[src/rtl/sqwd_pkg.sv]
package sqwd_pkg;

   // Decoded view of one bus write; every field is qualified by the strobe.
   typedef struct packed {
      logic any;     // any write reaching the block
      logic ctrl;    // arm register
      logic rld;     // timeout register
      logic key_a;   // first key address
      logic key_b;   // second key address
   } wsel_t;

   typedef enum logic {
      KS_IDLE   = 1'b0,
      KS_PRIMED = 1'b1
   } kick_st_e;

endpackage

[src/rtl/sqwd_decode.sv]
module sqwd_decode
   import sqwd_pkg::*;
#(
   parameter int AW       = 4,
   parameter int OFS_CTRL = 0,
   parameter int OFS_RLD  = 1,
   parameter int OFS_KEYA = 2,
   parameter int OFS_KEYB = 3
) (
   input  logic          bus_we,
   input  logic [AW-1:0] bus_addr,
   output wsel_t         sel_o
);

   localparam logic [AW-1:0] A_CTRL = AW'(OFS_CTRL);
   localparam logic [AW-1:0] A_RLD  = AW'(OFS_RLD);
   localparam logic [AW-1:0] A_KEYA = AW'(OFS_KEYA);
   localparam logic [AW-1:0] A_KEYB = AW'(OFS_KEYB);

   always_comb begin
      sel_o.any   = bus_we;
      sel_o.ctrl  = bus_we && (bus_addr == A_CTRL);
      sel_o.rld   = bus_we && (bus_addr == A_RLD);
      sel_o.key_a = bus_we && (bus_addr == A_KEYA);
      sel_o.key_b = bus_we && (bus_addr == A_KEYB);
   end

endmodule

[src/rtl/sqwd_kick_seq.sv]
module sqwd_kick_seq
   import sqwd_pkg::*;
#(
   parameter int           DW    = 16,
   parameter logic [DW-1:0] KEY_A = 16'h5A3C,
   parameter logic [DW-1:0] KEY_B = 16'hC3A5
) (
   input  logic          clk,
   input  logic          rst_n,
   input  logic          clr_i,
   input  wsel_t         sel_i,
   input  logic [DW-1:0] wdata_i,
   output logic          kick_o
);

   kick_st_e st_q;

   // Every write re-evaluates the state: only a fresh first key primes it.
   always_ff @(posedge clk or negedge rst_n) begin
      if (!rst_n) begin
         st_q <= KS_IDLE;
      end else if (clr_i) begin
         st_q <= KS_IDLE;
      end else if (sel_i.any) begin
         st_q <= (sel_i.key_a && (wdata_i == KEY_A)) ? KS_PRIMED : KS_IDLE;
      end
   end

   assign kick_o = (st_q == KS_PRIMED) && sel_i.key_b && (wdata_i == KEY_B);

endmodule

[src/rtl/sqwd_timer.sv]
module sqwd_timer
   import sqwd_pkg::*;
#(
   parameter int           DW         = 16,
   parameter logic [DW-1:0] DEF_RELOAD = 16'd1000
) (
   input  logic          clk,
   input  logic          rst_n,
   input  logic          clr_i,
   input  wsel_t         sel_i,
   input  logic [DW-1:0] wdata_i,
   input  logic          kick_i,
   output logic          armed_o,
   output logic          expire_o
);

   logic          armed_q;
   logic [DW-1:0] rld_q;
   logic [DW-1:0] cnt_q;

   always_ff @(posedge clk or negedge rst_n) begin
      if (!rst_n) begin
         armed_q <= 1'b0;
         rld_q   <= DEF_RELOAD;
         cnt_q   <= DEF_RELOAD;
      end else if (clr_i) begin
         armed_q <= 1'b0;
         rld_q   <= DEF_RELOAD;
         cnt_q   <= DEF_RELOAD;
      end else if (!armed_q) begin
         // Settings are open only while unarmed; count tracks the setting.
         if (sel_i.rld) begin
            rld_q <= wdata_i;
         end
         if (sel_i.ctrl && wdata_i[0]) begin
            armed_q <= 1'b1;
         end
         cnt_q <= rld_q;
      end else begin
         if (kick_i) begin
            cnt_q <= rld_q;
         end else if (cnt_q != '0) begin
            cnt_q <= cnt_q - 1'b1;
         end
      end
   end

   assign armed_o  = armed_q;
   assign expire_o = armed_q && (cnt_q == '0) && !kick_i;

endmodule

[src/rtl/sqwd_stretch.sv]
module sqwd_stretch #(
   parameter int PULSE_CYC = 8
) (
   input  logic clk,
   input  logic rst_n,
   input  logic fire_i,
   output logic active_o
);

   localparam int PW = (PULSE_CYC < 2) ? 1 : $clog2(PULSE_CYC + 1);

   generate
      if (PULSE_CYC == 1) begin : g_single
         logic act_q;
         always_ff @(posedge clk or negedge rst_n) begin
            if (!rst_n) begin
               act_q <= 1'b0;
            end else begin
               act_q <= fire_i;
            end
         end
         assign active_o = act_q;
      end else begin : g_count
         logic [PW-1:0] left_q;
         always_ff @(posedge clk or negedge rst_n) begin
            if (!rst_n) begin
               left_q <= '0;
            end else if (fire_i) begin
               left_q <= PW'(PULSE_CYC);
            end else if (left_q != '0) begin
               left_q <= left_q - 1'b1;
            end
         end
         assign active_o = (left_q != '0);
      end
   endgenerate

endmodule

[src/rtl/sqwd_watchdog.sv]
module sqwd_watchdog
   import sqwd_pkg::*;
#(
   parameter int           AW                   = 4,
   parameter int           DW                   = 16,
   parameter int           OFS_CTRL             = 0,
   parameter int           OFS_RLD              = 1,
   parameter int           OFS_KEYA             = 2,
   parameter int           OFS_KEYB             = 3,
   parameter logic [DW-1:0] KEY_A               = 16'h5A3C,
   parameter logic [DW-1:0] KEY_B               = 16'hC3A5,
   parameter logic [DW-1:0] DEF_RELOAD          = 16'd1000,
   parameter int           PULSE_CYC            = 8,
   parameter bit           BOARD_RST_ACTIVE_LOW = 1'b1
) (
   input  logic          clk,
   input  logic          rst_n,
   input  logic          bus_we,
   input  logic [AW-1:0] bus_addr,
   input  logic [DW-1:0] bus_wdata,
   output logic          armed_o,
   output logic          core_rst_o,
   output logic          board_rst_o
);

   // Elaboration-time parameter checks.
   if (KEY_A == KEY_B) begin : g_bad_keys
      $error("sqwd_watchdog: the two kick keys must differ");
   end
   if (OFS_KEYA == OFS_KEYB || OFS_CTRL == OFS_RLD || OFS_CTRL == OFS_KEYA ||
       OFS_CTRL == OFS_KEYB || OFS_RLD == OFS_KEYA || OFS_RLD == OFS_KEYB) begin : g_bad_map
      $error("sqwd_watchdog: register offsets must be distinct");
   end
   if (OFS_CTRL >= (1 << AW) || OFS_RLD >= (1 << AW) ||
       OFS_KEYA >= (1 << AW) || OFS_KEYB >= (1 << AW)) begin : g_bad_span
      $error("sqwd_watchdog: an offset does not fit the address width");
   end
   if (PULSE_CYC < 1) begin : g_bad_pulse
      $error("sqwd_watchdog: reset pulse must last at least one cycle");
   end

   wsel_t sel;
   logic  kick;
   logic  expire;
   logic  bite;
   logic  clr;

   // Expiry and the whole reset pulse hold the watchdog's own state cleared.
   assign clr = expire || bite;

   sqwd_decode #(
      .AW(AW), .OFS_CTRL(OFS_CTRL), .OFS_RLD(OFS_RLD),
      .OFS_KEYA(OFS_KEYA), .OFS_KEYB(OFS_KEYB)
   ) u_decode (
      .bus_we   (bus_we),
      .bus_addr (bus_addr),
      .sel_o    (sel)
   );

   sqwd_kick_seq #(
      .DW(DW), .KEY_A(KEY_A), .KEY_B(KEY_B)
   ) u_kick (
      .clk     (clk),
      .rst_n   (rst_n),
      .clr_i   (clr),
      .sel_i   (sel),
      .wdata_i (bus_wdata),
      .kick_o  (kick)
   );

   sqwd_timer #(
      .DW(DW), .DEF_RELOAD(DEF_RELOAD)
   ) u_timer (
      .clk      (clk),
      .rst_n    (rst_n),
      .clr_i    (clr),
      .sel_i    (sel),
      .wdata_i  (bus_wdata),
      .kick_i   (kick),
      .armed_o  (armed_o),
      .expire_o (expire)
   );

   sqwd_stretch #(
      .PULSE_CYC(PULSE_CYC)
   ) u_stretch (
      .clk      (clk),
      .rst_n    (rst_n),
      .fire_i   (expire),
      .active_o (bite)
   );

   assign core_rst_o = bite;

   generate
      if (BOARD_RST_ACTIVE_LOW) begin : g_brd_low
         assign board_rst_o = ~bite;
      end else begin : g_brd_high
         assign board_rst_o = bite;
      end
   endgenerate

endmodule

[config.mk]
export PLATFORM = sky130hd
export DESIGN_NAME = sqwd_watchdog
export DESIGN_NICKNAME = d
export VERILOG_FILES = /design/src/rtl/sqwd_pkg.sv /design/src/rtl/sqwd_decode.sv /design/src/rtl/sqwd_kick_seq.sv /design/src/rtl/sqwd_timer.sv /design/src/rtl/sqwd_stretch.sv /design/src/rtl/sqwd_watchdog.sv
export SDC_FILE = /design/constraint.sdc
export NUM_CORES = 1
export LEC_CHECK = 0
export ABC_AREA = 1
export BUFFER_PORTS_ARGS = -buffer_cell sky130_fd_sc_hd__buf_2
export CORE_MARGIN = 10
export CORE_UTILIZATION = 40
export CTS_CLUSTER_DIAMETER = 30
export DETAILED_ROUTE_END_ITERATION = 6
export PLACE_DENSITY = 0.58
export SYNTH_ARGS = -nofsm -noshare
export SYNTH_HDL_FRONTEND = slang
export SYNTH_HIERARCHICAL = 1
export SYNTH_SLANG_ARGS = --single-unit
[constraint.sdc]
create_clock -name clk -period 5.7 [get_ports clk]
set_input_delay 0.285 -clock clk [delete_from_list [all_inputs] [get_ports clk]]
set_output_delay 0.285 -clock clk [all_outputs]
set_load 0.1 [all_outputs]
==> qor.yml <==
layout.nets: 351
drive_above_1_share_pct: 22.9
numPortBuffers: 25
first_pass_iters: 4
route.detailed.drc: 0
cts_resized: 0
hpwlAfterDp_mm: 4.09
wl_met2_mm: 2.30
clkSlewWorstSetupHoldPaths_ps: 80
worst_skew_pair.late_latency_ps: 290
skew_ps: 5.47
crit_type: "primary input to flop"
slew_viol_final: 0
critPathLaunchType: "primary input"
dr.first_iter.drc_count: 56
io_pins: 26
cts.sinks: 38
power_leakage_nw: 1.29
via_per_inst: 4.84
synth.avg_cell_area_um2: 7.70
grt_antenna_before_repair: 0
seqPwrFrac_pct: 42.2
ir_drop_uv: 203
synth.distinct_cells: 36
grt_pass1_vias: 1950
gp_congestion: 0.799
p_total_mw: 0.712
cp-end-kind: "flop"
power_density_nw_per_um2: 274
die_w_um: 96.0
grt_setup_unrepaired: "false"
cp_cell_sequence: "buf_2 -> nor2_2 -> nand2_1 -> nor2_1 -> and3_1 -> nand3_1 -> nor2_1 -> inv_1 -> nand2_1 -> nor2_1 -> nand3_4 -> inv_1 -> inv_1 -> nand2_2 -> nor2_1 -> inv_1 -> o22a_1"
p_switching_mw: 0.251
maxSlewHeadroom_pct: 43.0
coreArea_um2: 5540
h-tree-depth: 2
root_buffer: "clkbuf_8"
grt_max_degree: 39
status: "complete, no violations"
cts_setup_buffers: 0
final_cells: 399
required_ps: 5920
wl_met1_mm: 2.83
max_freq_ghz: 0.350
hold_violations: 0
die_h_um: 96.0
highest_layer: "met4"
wirelength_mm: 5.32
crit_buf_inv: 5
layout_min_cycle_time_ps: 2860
synth_flop_cell: "dfrtp_1"
crit_fanout: 15
dieArea_um2: 9220
cts_tree: "yes"
synth_nets: 325
setup_violations: 0
async_reset_ff_share_pct: 100
slowest_delay_ps: 580
hold_buffers: 0
rows: 27
worst_pin_slew_ps: 855
insertedDiodeCount: 0
grt_usage_pct: 12.6
synth_area_um2: 2310
drtAntennaViolNets: 0
initial_core_util_pct: 41.7
overflow: 0
yosysSeqAreaShare_pct: 41.8
critPathSlowestCell: "nor2_1"
cts_inserted_buffers: 5
crit_family: "simple AND/OR/NAND/NOR gates"
final_util_pct: 46.8
cts_buffer_depth: 2
placed_area_um2: 2480
synthCells: 300
hp-class: "primary input to async pin"
yosys_warnings: 6
fin_area_um2: 2590
hold_slack_ps: 97.4
dp_slack_ps: 2540
num_vias: 1932
wl_per_cell_um: 13.3
clkPwrFrac_pct: 30.5
grt_pass1_wl_mm: 9.29
p_int_mw: 0.460
maxCapViolations: 0
combPwrFrac_pct: 27.3
synth-seq-cells: 38
p_sw_share_pct: 35.3
final.period_utilization_pct: 50.2
fin_tns_setup_ps: 0
synth-edff-count: 0
place_inst: 391
wl_met3_um: 139
post-route-worst-setup-slack_ps: 2840
worstPathArrival_ps: 3070
area_growth_pct: 12.3
## cell type report
cell class,instances,area (um^2)
repair buffers,25,125
clock buffers,8,110
well taps,72,90.1
inverters,45,169
multi-input cells,211,1130
flip-flops and latches,38,966
fillers,581,2950
## cells by family after synthesis
family,share of synthesized area (%)
xor gates and xnor gates,0.758
buffers and inverters,9.10
DFF,41.8
AOI/OAI and AO/OA,12.5
adders and majority gates,1.08
and+or+nand+nor,34.8
## final timing paths
kind,cells past startpoint,to,slack (ps),start
setup / recovery,17,u_timer/rld_q[3],2840,bus_addr[3]
hold / removal,1,u_kick/st_q,100,rst_n
setup reg to reg,13,u_timer/rld_q[3],2850,u_kick/st_q
hold reg to reg,2,u_timer/rld_q[14],490,u_timer/rld_q[14]
max in group asynchronous,1,u_timer/cnt_q[4],5050,rst_n
min in group clk,2,u_kick/st_q,200,bus_we
## power by group through the flow
stage / Clock [mW] / Combinational [mW] / Sequential [mW]
floorplan: 0 / 0.154 / 0.302
global placement: 0 / 0.193 / 0.304
detailed placement: 0 / 0.195 / 0.304
CTS: 0.224 / 0.196 / 0.300
global route: 0.232 / 0.221 / 0.302
finish: 0.217 / 0.194 / 0.300
## cells in the mapped netlist (3+ instances only)
library cell / number / area share (%)
inv_1: 38 / 6.2
o22a_1: 6 / 2.3
nand4_1: 5 / 1.4
buf_2: 4 / 0.87
o21ai_0: 9 / 1.9
nor2_1: 38 / 6.2
nand3_1: 20 / 4.3
dfstp_2: 12 / 14
a22o_1: 6 / 2.3
a21oi_1: 12 / 2.6
nand2_2: 3 / 0.81
nor2_4: 5 / 2.4
nor2_2: 7 / 1.9
nand3b_1: 3 / 0.97
nand2_1: 72 / 12
o21ai_1: 3 / 0.65
dfrtp_1: 26 / 28
o211ai_1: 5 / 1.6
inv_2: 7 / 1.1
## per-layer routing
layer,GRT usage (%),vias up
met4,3.32,0
met1,17.2,876
met2,19.5,28
met5,0,-
li1,-,1023
met3,2.80,5
## state kept, by name, indices dropped and copies added, names as in the netlist
signal,count
u_timer/rld_q,16
u_stretch/g_count.left_q,4
u_timer/cnt_q,16
u_timer/armed_o,1
u_kick/st_q,1
## worst register-to-register path: stages (launching register included)
cell,delay (ps)
dfrtp_1,350
and3_1,160
nand3_1,70
nor2_1,90
inv_1,80
nand2_1,350
nor2_1,150
nand3_4,130
inv_1,80
inv_1,60
nand2_2,140
nor2_1,580
inv_1,260
o22a_1,270
## cell usage in the layout (no fill, tap or decap), drive strengths merged, types with 8 or more instances in the layout
cell,instances
clkbuf,8
dfstp,12
nand2,76
o21ai,12
inv,45
dfrtp,26
nand3,22
a21oi,14
buf,25
nor2,51
Note: power is estimated with default switching activity, not from simulation.
